==> src/rtl/msix_gate_pkg.sv <==
package msix_gate_pkg;

    // All-ones vector code: source not connected to any vector.
    localparam logic [15:0] VEC_NONE = 16'hFFFF;

    typedef enum logic [2:0] {
        SPACE_TABLE = 3'd0,
        SPACE_PEND  = 3'd1,
        SPACE_MCTL  = 3'd2,
        SPACE_CVEC  = 3'd3,
        SPACE_QMAP  = 3'd4
    } reg_space_e;

    typedef struct packed {
        logic [31:0] ctl;
        logic [31:0] data;
        logic [31:0] ahi;
        logic [31:0] alo;
    } vec_entry_t;

endpackage

==> src/rtl/msix_vec_table.sv <==
module msix_vec_table
    import msix_gate_pkg::*;
#(
    parameter int NUM_VEC = 4
) (
    input  logic               clk,
    input  logic               rst_n,
    input  logic               wr_en,
    input  logic [15:0]        wr_entry,
    input  logic [1:0]         wr_dw,
    input  logic [31:0]        wr_data,
    input  logic [15:0]        rd_entry,
    input  logic [1:0]         rd_dw,
    output logic [31:0]        rd_data,
    input  logic [15:0]        lk_vec,
    output logic [63:0]        lk_addr,
    output logic [31:0]        lk_data,
    output logic [NUM_VEC-1:0] mask_o,
    output logic               unmask_edge_o,
    output logic [15:0]        unmask_vec_o
);

    vec_entry_t [NUM_VEC-1:0] ent_d, ent_q;

    always_comb begin
        ent_d         = ent_q;
        unmask_edge_o = 1'b0;
        unmask_vec_o  = wr_entry;
        for (int v = 0; v < NUM_VEC; v++) begin
            if (wr_en && wr_entry == 16'(v)) begin
                case (wr_dw)
                    2'd0: ent_d[v].alo  = wr_data;
                    2'd1: ent_d[v].ahi  = wr_data;
                    2'd2: ent_d[v].data = wr_data;
                    default: begin
                        ent_d[v].ctl = wr_data;
                        if (ent_q[v].ctl[0] && !wr_data[0]) unmask_edge_o = 1'b1;
                    end
                endcase
            end
        end
    end

    always_comb begin
        rd_data = '0;
        lk_addr = '0;
        lk_data = '0;
        for (int v = 0; v < NUM_VEC; v++) begin
            mask_o[v] = ent_q[v].ctl[0];
            if (rd_entry == 16'(v)) begin
                case (rd_dw)
                    2'd0:    rd_data = ent_q[v].alo;
                    2'd1:    rd_data = ent_q[v].ahi;
                    2'd2:    rd_data = ent_q[v].data;
                    default: rd_data = ent_q[v].ctl;
                endcase
            end
            if (lk_vec == 16'(v)) begin
                lk_addr = {ent_q[v].ahi, ent_q[v].alo};
                lk_data = ent_q[v].data;
            end
        end
    end

    always_ff @(posedge clk) begin
        if (!rst_n) begin
            for (int v = 0; v < NUM_VEC; v++)
                ent_q[v] <= '{ctl: 32'd1, data: '0, ahi: '0, alo: '0};
        end else begin
            ent_q <= ent_d;
        end
    end

    for (genvar g = 0; g < NUM_VEC; g++) begin : g_mask_chk
        assert_unmask_by_ctl_write_R7: assert property (@(posedge clk) disable iff (!rst_n)
            $fell(mask_o[g]) |-> $past(wr_en && wr_dw == 2'd3 && wr_entry == 16'(g)));
    end

endmodule

==> src/rtl/msix_src_map.sv <==
module msix_src_map
    import msix_gate_pkg::*;
#(
    parameter int NUM_QUEUES = 6
) (
    input  logic        clk,
    input  logic        rst_n,
    input  logic        vreset,
    input  logic        cvec_we,
    input  logic        qmap_we,
    input  logic [15:0] wr_qidx,
    input  logic [15:0] wr_data,
    input  logic [15:0] rd_qidx,
    output logic [15:0] rd_qvec,
    output logic [15:0] cvec_o,
    input  logic [15:0] lk_qidx,
    output logic [15:0] lk_qvec
);

    typedef struct packed {
        logic [15:0]                  cvec;
        logic [NUM_QUEUES-1:0][15:0]  qv;
    } map_t;

    map_t map_d, map_q;

    always_comb begin
        map_d = map_q;
        if (cvec_we) map_d.cvec = wr_data;
        for (int i = 0; i < NUM_QUEUES; i++) begin
            if (qmap_we && wr_qidx == 16'(i)) map_d.qv[i] = wr_data;
        end
        if (vreset) begin
            map_d.cvec = VEC_NONE;
            for (int i = 0; i < NUM_QUEUES; i++) map_d.qv[i] = VEC_NONE;
        end
    end

    always_comb begin
        cvec_o  = map_q.cvec;
        rd_qvec = VEC_NONE;
        lk_qvec = VEC_NONE;
        for (int i = 0; i < NUM_QUEUES; i++) begin
            if (rd_qidx == 16'(i)) rd_qvec = map_q.qv[i];
            if (lk_qidx == 16'(i)) lk_qvec = map_q.qv[i];
        end
    end

    // Unconnected code is all ones, so reset fills the whole map with ones.
    always_ff @(posedge clk) begin
        if (!rst_n) map_q <= '1;
        else        map_q <= map_d;
    end

    assert_vreset_clears_R9: assert property (@(posedge clk) disable iff (!rst_n)
        vreset |=> (cvec_o == VEC_NONE && lk_qvec == VEC_NONE && rd_qvec == VEC_NONE));

endmodule

==> src/rtl/msix_delivery.sv <==
module msix_delivery
    import msix_gate_pkg::*;
#(
    parameter int NUM_VEC = 4
) (
    input  logic               clk,
    input  logic               rst_n,
    input  logic               mctl_we,
    input  logic               mctl_en_bit,
    input  logic               mctl_fm_bit,
    output logic               enable_o,
    output logic               fmask_o,
    input  logic [NUM_VEC-1:0] mask_i,
    input  logic               unmask_edge_i,
    input  logic [15:0]        unmask_vec_i,
    input  logic               cc_req_valid,
    input  logic [15:0]        cc_req_vec,
    input  logic               q_req_valid,
    input  logic [15:0]        q_req_vec,
    output logic               cc_req_ready,
    output logic               q_req_ready,
    output logic [15:0]        lk_vec,
    input  logic [63:0]        lk_addr,
    input  logic [31:0]        lk_data,
    output logic               msg_valid,
    output logic [63:0]        msg_addr,
    output logic [31:0]        msg_data,
    input  logic               msg_ready,
    output logic [NUM_VEC-1:0] pend_o
);

    typedef struct packed {
        logic               en;
        logic               fm;
        logic [NUM_VEC-1:0] pend;
        logic [NUM_VEC-1:0] rpl;
        logic               busy;
        logic               is_rpl;
        logic [15:0]        vec;
        logic [63:0]        addr;
        logic [31:0]        data;
    } dlv_t;

    dlv_t st_d, st_q;
    logic        any_rpl;
    logic        open;
    logic [15:0] pick;
    logic [15:0] req_vec;

    always_comb begin
        any_rpl = |st_q.rpl;
        pick    = '0;
        for (int v = NUM_VEC - 1; v >= 0; v--) begin
            if (st_q.rpl[v]) pick = 16'(v);
        end
        req_vec = cc_req_valid ? cc_req_vec : q_req_vec;
        lk_vec  = any_rpl ? pick : req_vec;
        open    = !st_q.busy && !any_rpl;

        st_d = st_q;
        if (mctl_we) begin
            st_d.en = mctl_en_bit;
            st_d.fm = mctl_fm_bit;
        end
        // Completion of the outstanding message; a replay retires its pending bit here.
        if (st_q.busy && msg_ready) begin
            st_d.busy = 1'b0;
            for (int v = 0; v < NUM_VEC; v++) begin
                if (st_q.is_rpl && st_q.vec == 16'(v)) begin
                    st_d.pend[v] = 1'b0;
                    st_d.rpl[v]  = 1'b0;
                end
            end
        end
        if (unmask_edge_i) begin
            for (int v = 0; v < NUM_VEC; v++) begin
                if (unmask_vec_i == 16'(v) && st_d.pend[v] && st_q.en && !st_q.fm)
                    st_d.rpl[v] = 1'b1;
            end
        end
        if (!st_q.busy && any_rpl) begin
            for (int v = 0; v < NUM_VEC; v++) begin
                if (pick == 16'(v)) begin
                    if (st_q.en && !st_q.fm && !mask_i[v]) begin
                        st_d.busy   = 1'b1;
                        st_d.is_rpl = 1'b1;
                        st_d.vec    = 16'(v);
                        st_d.addr   = lk_addr;
                        st_d.data   = lk_data;
                    end else begin
                        st_d.rpl[v] = 1'b0;
                    end
                end
            end
        end else if (open && (cc_req_valid || q_req_valid)) begin
            for (int v = 0; v < NUM_VEC; v++) begin
                if (req_vec == 16'(v) && st_q.en) begin
                    if (st_q.fm || mask_i[v]) begin
                        st_d.pend[v] = 1'b1;
                    end else begin
                        st_d.busy   = 1'b1;
                        st_d.is_rpl = 1'b0;
                        st_d.vec    = 16'(v);
                        st_d.addr   = lk_addr;
                        st_d.data   = lk_data;
                    end
                end
            end
        end
    end

    always_ff @(posedge clk) begin
        if (!rst_n) st_q <= '0;
        else        st_q <= st_d;
    end

    assign cc_req_ready = open;
    assign q_req_ready  = open && !cc_req_valid;
    assign msg_valid    = st_q.busy;
    assign msg_addr     = st_q.addr;
    assign msg_data     = st_q.data;
    assign enable_o     = st_q.en;
    assign fmask_o      = st_q.fm;
    assign pend_o       = st_q.pend;

    assert_msg_hold_R11: assert property (@(posedge clk) disable iff (!rst_n)
        (msg_valid && !msg_ready) |=> (msg_valid && $stable(msg_addr) && $stable(msg_data)));

    assert_cfg_first_R12: assert property (@(posedge clk) disable iff (!rst_n)
        (q_req_valid && q_req_ready) |-> !cc_req_valid);

    assert_no_msg_disabled_R5: assert property (@(posedge clk) disable iff (!rst_n)
        $rose(msg_valid) |-> $past(st_q.en));

    for (genvar g = 0; g < NUM_VEC; g++) begin : g_pend_chk
        assert_pend_needs_mask_R6: assert property (@(posedge clk) disable iff (!rst_n)
            $rose(st_q.pend[g]) |-> $past(st_q.fm || mask_i[g]));
        assert_pend_clear_on_replay_R8: assert property (@(posedge clk) disable iff (!rst_n)
            $fell(st_q.pend[g]) |-> $past(st_q.busy && msg_ready && st_q.is_rpl));
    end

endmodule

==> src/rtl/msix_vector_gate.sv <==
module msix_vector_gate
    import msix_gate_pkg::*;
#(
    parameter int NUM_QUEUES  = 6,
    parameter int MAX_VECTORS = 4
) (
    input  logic        clk,
    input  logic        rst_n,
    input  logic        reg_we,
    input  logic [2:0]  reg_space,
    input  logic [15:0] reg_idx,
    input  logic [1:0]  reg_dw,
    input  logic [31:0] reg_wdata,
    output logic [31:0] reg_rdata,
    input  logic        virtio_reset,
    input  logic        cc_req_valid,
    output logic        cc_req_ready,
    input  logic        q_req_valid,
    input  logic [15:0] q_req_idx,
    output logic        q_req_ready,
    output logic        msg_valid,
    output logic [63:0] msg_addr,
    output logic [31:0] msg_data,
    input  logic        msg_ready
);

    localparam int NUM_VEC = (NUM_QUEUES + 1 < MAX_VECTORS) ? NUM_QUEUES + 1 : MAX_VECTORS;

    reg_space_e         space;
    logic [31:0]        tbl_rd;
    logic [15:0]        lk_vec;
    logic [63:0]        lk_addr;
    logic [31:0]        lk_data;
    logic [NUM_VEC-1:0] mask;
    logic               unmask_edge;
    logic [15:0]        unmask_vec;
    logic [15:0]        qmap_rd;
    logic [15:0]        cvec;
    logic [15:0]        q_vec;
    logic               enable;
    logic               fmask;
    logic [NUM_VEC-1:0] pend;

    assign space = reg_space_e'(reg_space);

    msix_vec_table #(.NUM_VEC(NUM_VEC)) u_table (
        .clk           (clk),
        .rst_n         (rst_n),
        .wr_en         (reg_we && space == SPACE_TABLE),
        .wr_entry      (reg_idx),
        .wr_dw         (reg_dw),
        .wr_data       (reg_wdata),
        .rd_entry      (reg_idx),
        .rd_dw         (reg_dw),
        .rd_data       (tbl_rd),
        .lk_vec        (lk_vec),
        .lk_addr       (lk_addr),
        .lk_data       (lk_data),
        .mask_o        (mask),
        .unmask_edge_o (unmask_edge),
        .unmask_vec_o  (unmask_vec)
    );

    msix_src_map #(.NUM_QUEUES(NUM_QUEUES)) u_map (
        .clk     (clk),
        .rst_n   (rst_n),
        .vreset  (virtio_reset),
        .cvec_we (reg_we && space == SPACE_CVEC),
        .qmap_we (reg_we && space == SPACE_QMAP),
        .wr_qidx (reg_idx),
        .wr_data (reg_wdata[15:0]),
        .rd_qidx (reg_idx),
        .rd_qvec (qmap_rd),
        .cvec_o  (cvec),
        .lk_qidx (q_req_idx),
        .lk_qvec (q_vec)
    );

    msix_delivery #(.NUM_VEC(NUM_VEC)) u_dlv (
        .clk           (clk),
        .rst_n         (rst_n),
        .mctl_we       (reg_we && space == SPACE_MCTL),
        .mctl_en_bit   (reg_wdata[15]),
        .mctl_fm_bit   (reg_wdata[14]),
        .enable_o      (enable),
        .fmask_o       (fmask),
        .mask_i        (mask),
        .unmask_edge_i (unmask_edge),
        .unmask_vec_i  (unmask_vec),
        .cc_req_valid  (cc_req_valid),
        .cc_req_vec    (cvec),
        .q_req_valid   (q_req_valid),
        .q_req_vec     (q_vec),
        .cc_req_ready  (cc_req_ready),
        .q_req_ready   (q_req_ready),
        .lk_vec        (lk_vec),
        .lk_addr       (lk_addr),
        .lk_data       (lk_data),
        .msg_valid     (msg_valid),
        .msg_addr      (msg_addr),
        .msg_data      (msg_data),
        .msg_ready     (msg_ready),
        .pend_o        (pend)
    );

    always_comb begin
        reg_rdata = '0;
        case (space)
            SPACE_TABLE: reg_rdata = tbl_rd;
            SPACE_PEND: begin
                for (int v = 0; v < NUM_VEC; v++) begin
                    if (reg_idx == 16'(v / 8)) reg_rdata[v % 8] = pend[v];
                end
            end
            SPACE_MCTL: reg_rdata = {16'd0, enable, fmask, 14'd0};
            SPACE_CVEC: reg_rdata = {16'd0, cvec};
            SPACE_QMAP: reg_rdata = {16'd0, qmap_rd};
            default:    reg_rdata = '0;
        endcase
    end

endmodule

==> config.mk <==
export PLATFORM = sky130hd
export DESIGN_NAME = msix_vector_gate
export DESIGN_NICKNAME = d
export VERILOG_FILES = /design/src/rtl/msix_gate_pkg.sv /design/src/rtl/msix_vec_table.sv /design/src/rtl/msix_src_map.sv /design/src/rtl/msix_delivery.sv /design/src/rtl/msix_vector_gate.sv
export SDC_FILE = /design/constraint.sdc
export NUM_CORES = 2
export LEC_CHECK = 0
export BUFFER_PORTS_ARGS = -buffer_cell sky130_fd_sc_hd__buf_2
export CAP_MARGIN = 20
export CORE_MARGIN = 8
export CORE_UTILIZATION = 45
export DETAILED_ROUTE_END_ITERATION = 16
export PLACE_DENSITY_LB_ADDON = 0.2
export SYNTH_ARGS = -nofsm -noshare
export SYNTH_HDL_FRONTEND = slang
export SYNTH_SLANG_ARGS = --single-unit
==> constraint.sdc <==
create_clock -name clk -period 7.9 [get_ports clk]
set_clock_uncertainty 0.15 [all_clocks]
set_input_delay 1.58 -clock clk [delete_from_list [all_inputs] [get_ports clk]]
set_output_delay 1.58 -clock clk [all_outputs]
set_load 0.02 [all_outputs]
; ---- Word level (Yosys, flattened, before mapping)
; Index checks and enable logic that the tools add are counted.
; Widths: inputs -> output; s select.
[totals]
reg_bits = 748
latch_bits = 0
mem_count = 0
mem_bits_ro = 0
elab_cells = 254
ram_bits = 0
output_inout_bits = 131
[classes]
n_shift = 0
reduce_logical = 90
mux = 102
magnitude_cmp = 0
mul = 0
bitwise = 2
n_addsub = 0
div_mod_pow = 0
eq_ne = 28
[ops]
columns = operator, n
row1 = $mux 114, 17
row2 = $pmux 32 s3, 4
row3 = $mux 32, 8
row4 = $mux 64, 4
row5 = $mux 16, 14
row6 = $eq 16x2->1 const B, 10
row7 = $mux 115, 1
row8 = $pmux 28 s4, 1
row9 = $logic_not 16->1, 6
row10 = $eq 16x1->1 const B, 5
row11 = $eq 16x3->1 const B, 4
row12 = $logic_and 1x1->1, 48
row13 = $mux 1, 43
row14 = $reduce_and 2->1, 16
row15 = $mux 4, 4
row16 = $pmux 4 s4, 1
row17 = $logic_not 1->1, 9
row18 = $mux 9, 1
row19 = $mux 2, 4
row20 = $eq 2x2->1 const B, 3
row21 = $eq 3x2->1 const B, 2
row22 = $logic_or 1x1->1, 5
row23 = $eq 2x1->1 const B, 2
row24 = $reduce_or 4->1, 1
row25 = other kinds (8), 9

; ---- Longest topological paths before layout
[logic_depth]
word_depth = 24
depth_mapped = 13
depth_no_buf = 8

; ---- Cells and area by module
; A second synthesis with hierarchy kept.
[unflattened]
cells_unflattened = 3830
hier_area_um2 = 38981.1
[modules_own_cells]
columns = module, cells_per_inst, n_inst, area_per_inst_um2
row1 = msix_vec_table, 2402, 1, 26096.3
row2 = msix_delivery, 739, 1, 6382.4
row3 = msix_src_map, 597, 1, 5823.1
row4 = msix_vector_gate, 92, 1, 679.4

; ---- Worst setup path after synthesis
; OpenSTA, ideal clock, no wires.
[synth_path]
kind = input -> output
start = input port reg_dw[0]
end = output port reg_rdata[1]
required_ns = 6.170
path_stages = 8
arrival_ns = 3.979
slack_ns = 2.191
path_buffers = 4
path_cell_list = buf_2 > clkbuf_1 > buf_2 > buf_2 > mux4_2 > a22o_1 > a22oi_1 > o21ai_0
[synth_between]
elab_chain_cells = 7
elab_cells_between_ends = 12
cone_classes = eq/ne (2) / mux (9) / reduce/logical (1)
[synth_rtl]
columns = item, line_no
row1 = from (decl), msix_vector_gate.sv:12  ; input logic [1:0] reg_dw,
row2 = "$eq 2x2->1, or another cell as far along", msix_vec_table.sv:51  ; case (rd_dw)
row3 = $pmux 32 s3, msix_vec_table.sv:51
row4 = $mux 32 (3 in series), msix_vec_table.sv:50  ; if (rd_entry == 16'(v)) begin
row5 = $mux 32 *, msix_vec_table.sv:50
row6 = $pmux 4 s4 *, msix_vector_gate.sv:108  ; case (space)
row7 = to (decl), msix_vector_gate.sv:14  ; output logic [31:0] reg_rdata,
; Mark *: on every way between the ends. The rest lies on a longest branch, timed or not.

; ---- Worst setup path after layout
[layout_path]
start = input port reg_dw[1]
end = output port reg_rdata[12]
[layout_between]
elab_chain_cells = 7
elab_cells_between_ends = 12
cone_classes = eq/ne (2) / mux (9) / reduce/logical (1)
[layout_rtl]
columns = item, line_no
row1 = "$eq 2x2->1, or another cell as far along", msix_vec_table.sv:51
row2 = $pmux 32 s3, msix_vec_table.sv:51
row3 = $mux 32 (3 in series), msix_vec_table.sv:50
row4 = $mux 32 *, msix_vec_table.sv:50
row5 = $pmux 28 s4 *, msix_vector_gate.sv:108
; Marked as above.

==> summary.txt <==
Reg2reg path depth: 9
Most common cell after layout, fill and taps aside: nand2_1
Final Routed Wirelength: 140000 um
DRC: 0
FF+latch area: 15000 sq um
Sequential Power Share: 44.8%
Most frequent cells in the layout: nand2_1 (1709), dfxtp_1 (748), a21boi_0 (503), buf_2 (203), nand3_1 (152)
Post-route setup TNS: 0 ns
Nets: 4568
Share of layout cells above drive strength 1: 15.0%
Grt total ovfl: 0
Data required time of the worst path: 6.17 ns
Period Utilization, post-route: 78.9%
Outcome: finished clean
Core region area: 82100 sq um
GRT Resource Usage Total: 28.8%
GP Congestion: 0.914
RSZ-0062 raised after global routing: no
Clk pwr share: 50.5%
CTS Hold Bufs: 0
Area of the multi-input gates: 20000 sq um
Warnings, synthesis: 0
Hpwl dp: 82400 um
Iteration-0 DRC Markers: 3989
Finished Layout Cells: 5634
CP max FO: 65
Clk_lat worst skew: 0.66 ns
Syn Area/Cell: 7.99 sq um
CP Capture Type: primary output
Sw Share: 23.5%
CTS tree: built
Synth Flop Type: dfxtp_1
Max Root-Sink Buffers: 3
FF+latch count, synth: 748
Final Setup Violations: 0
Area of the mapped netlist: 37300 sq um
Arrival @ worst endpoint: 4.50 ns
Slew HR: 22.3%
Syn Inst Count: 4670
Int Power: 6450 uW
Fillcell total: 7799
H-tree levels: 3
Starting Density: 45.4%
Clock Sinks: 748
Vias/cell: 6.08
Wire per inst: 24.9 um
Clk slew on worst S/H paths: 0.06 ns
Post-synth cell types: 61
Worst min path class: flip-flop to flip-flop
Worst Tran Pin Value: 1.17 ns
Worst hold stages: 2
Vias in the first global route: 31600
Via count: 34200
Final ANT Viol Nets: 0
Syn Nets: 4746
Flop2flop setup slack: 4.10 ns
FP Rows: 105
FFs w/ async S/R, synth: 0%
Pin count of the biggest net entering global routing: 253
Final hold vios: 0
Chip height: 304 um
Placed Cells incl. Taps: 5474
Initial antenna violation count: 6
Static leakage: 0.0142 uW
Register area share after synthesis: 40.1%
Comb power frac: 4.7%
Startpoint Class: input pin
Cell Pwr Density: 205 nW/um^2
Max rail drop VDD: 148 uV
Die width: 304 um
Final min period: 6.23 ns
Maximum clock frequency: 160 MHz
Number of enable flip-flop cells after synthesis: 0
Die Footprint: 92300 sq um
First-pass GRT wire length: 208000 um
Root Driver: clkbuf_16
I/O Pins: 207
Post-CTS setup buffer count: 0
Crit path kind: input pin to primary output
Post-CTS sizing: 0
TritonCTS Buffers: 85
PortBufs: 206
Area growth syn-to-layout: 10.2%
Drt first pass iters: 6
Max-cap viol count: 0
Slew Viols, Final: 0
Psw: 1980 uW
layer usage:
layer / routed length [um] / track usage [%] / vias to the layer above
met5: 13 / 0 / -
met4: 5930 / 11.8 / 2
met3: 12800 / 4.86 / 336
met2: 63800 / 45.7 / 1792
met1: 57700 / 38.9 / 16600
li1: - / - / 15500
worst paths after layout:
| path | startpoint | end |
|---|---|---|
| max | reg_dw[1] | reg_rdata[12] |
| min reg2reg | u_table.ent_q[359]$_SDFFE_PN0P_ | u_table.ent_q[359]$_SDFFE_PN0P_ |
| min | u_table.ent_q[359]$_SDFFE_PN0P_ | u_table.ent_q[359]$_SDFFE_PN0P_ |
| max reg2reg | u_dlv.st_q[114]$_SDFF_PN0_ | u_dlv.msg_addr[40]$_SDFFE_PN0P_ |
power groups by stage:
stage / clock network (uW) / registers, uW / logic (uW)
floorplan: 0 / 3860 / 259
global placement: 0 / 3860 / 387
detailed placement: 0 / 3860 / 387
CTS: 4290 / 3780 / 388
global route: 4450 / 3770 / 412
finish: 4250 / 3780 / 394
critical path: stages:
cell and delay, ns:
buf_6 0.52, buf_4 0.56, mux4_2 0.40, nand2_1 0.10, nand3_1 0.10, a32oi_1 0.78
o22ai_1 0.16, buf_2 0.20
cells by family after synthesis:
family          share of synthesized area, %
compound gates                          18.9
buf+inv                                 6.72
flops                                   40.1
mux                                     9.78
simple gates                            24.5
cells in the mapped netlist (all sizes together), types with 2 or more instances:
| cell | count | area [sq um] |
|---|---|---|
| o22ai | 50 | 313 |
| o21bai | 2 | 15.0 |
| buf | 142 | 966 |
| inv | 7 | 26.3 |
| nor4bb | 2 | 20.0 |
| o31a | 5 | 43.8 |
| nor3b | 2 | 15.0 |
| o21ai | 14 | 73.8 |
| clkbuf | 403 | 1510 |
| nand3 | 152 | 761 |
| or2 | 5 | 31.3 |
| a21oi | 122 | 611 |
| o21a | 3 | 22.5 |
| nand2 | 1722 | 6460 |
| nand3b | 2 | 15.0 |
| mux2i | 38 | 380 |
| a22o | 4 | 35.0 |
| or4 | 4 | 30.0 |
| a22oi | 6 | 45.0 |
| a31oi | 6 | 37.5 |
| a32oi | 106 | 928 |
| and4 | 3 | 26.3 |
| and3 | 16 | 100 |
| nand4 | 8 | 50.1 |
| a31o | 96 | 841 |
| nor4b | 3 | 26.3 |
| nor2 | 97 | 364 |
| a211oi | 6 | 45.0 |
| o21ba | 2 | 20.0 |
| nor2b | 15 | 93.8 |
| mux2 | 18 | 203 |
| mux4 | 136 | 3060 |
| nor3 | 113 | 566 |
| o211ai | 7 | 52.6 |
| or4b | 2 | 20.0 |
| dfxtp | 748 | 15000 |
| nor4 | 39 | 289 |
| nand2b | 9 | 56.3 |
| and2 | 22 | 138 |
| nand4b | 2 | 17.5 |
| or3 | 8 | 50.1 |
| a21boi | 513 | 3850 |
state kept, by name, indices dropped and copies added (netlist names), 4 cells and up:
signal and count:
u_dlv.msg_addr 64, u_dlv.msg_data 32, u_dlv.pend_o 4, u_dlv.st_q 21, u_map.cvec_o 16, u_map.map_q 96, u_table.ent_q 508, u_table.mask_o 4
final cells by class:
type / count / area share [%]
flip-flops and latches: 748 / 36.4
clock inverters: 24 / 1.04
repair buffers: 280 / 4.11
well taps: 1070 / 3.26
diodes: 4 / 0.0244
inverters: 7 / 0.0670
multi-input cells: 3370 / 48.7
clock buffers: 131 / 6.31
metrics by stage:
step	total power [uW]	hold WS [ns]	util [%]	setup WS (ns)	cell area (sq um)
detailed placement	4250	0.307	46.3	1.69	38100
finish	8420	0.314	50.0	1.67	41100
global placement	4250	0.298	46.3	1.71	38000
CTS	8460	0.315	50.0	1.68	41100
global route	8630	0.331	50.0	1.44	41100
floorplan	4120	0.290	-	2.19	37300
(Power assumes the default switching activity.)
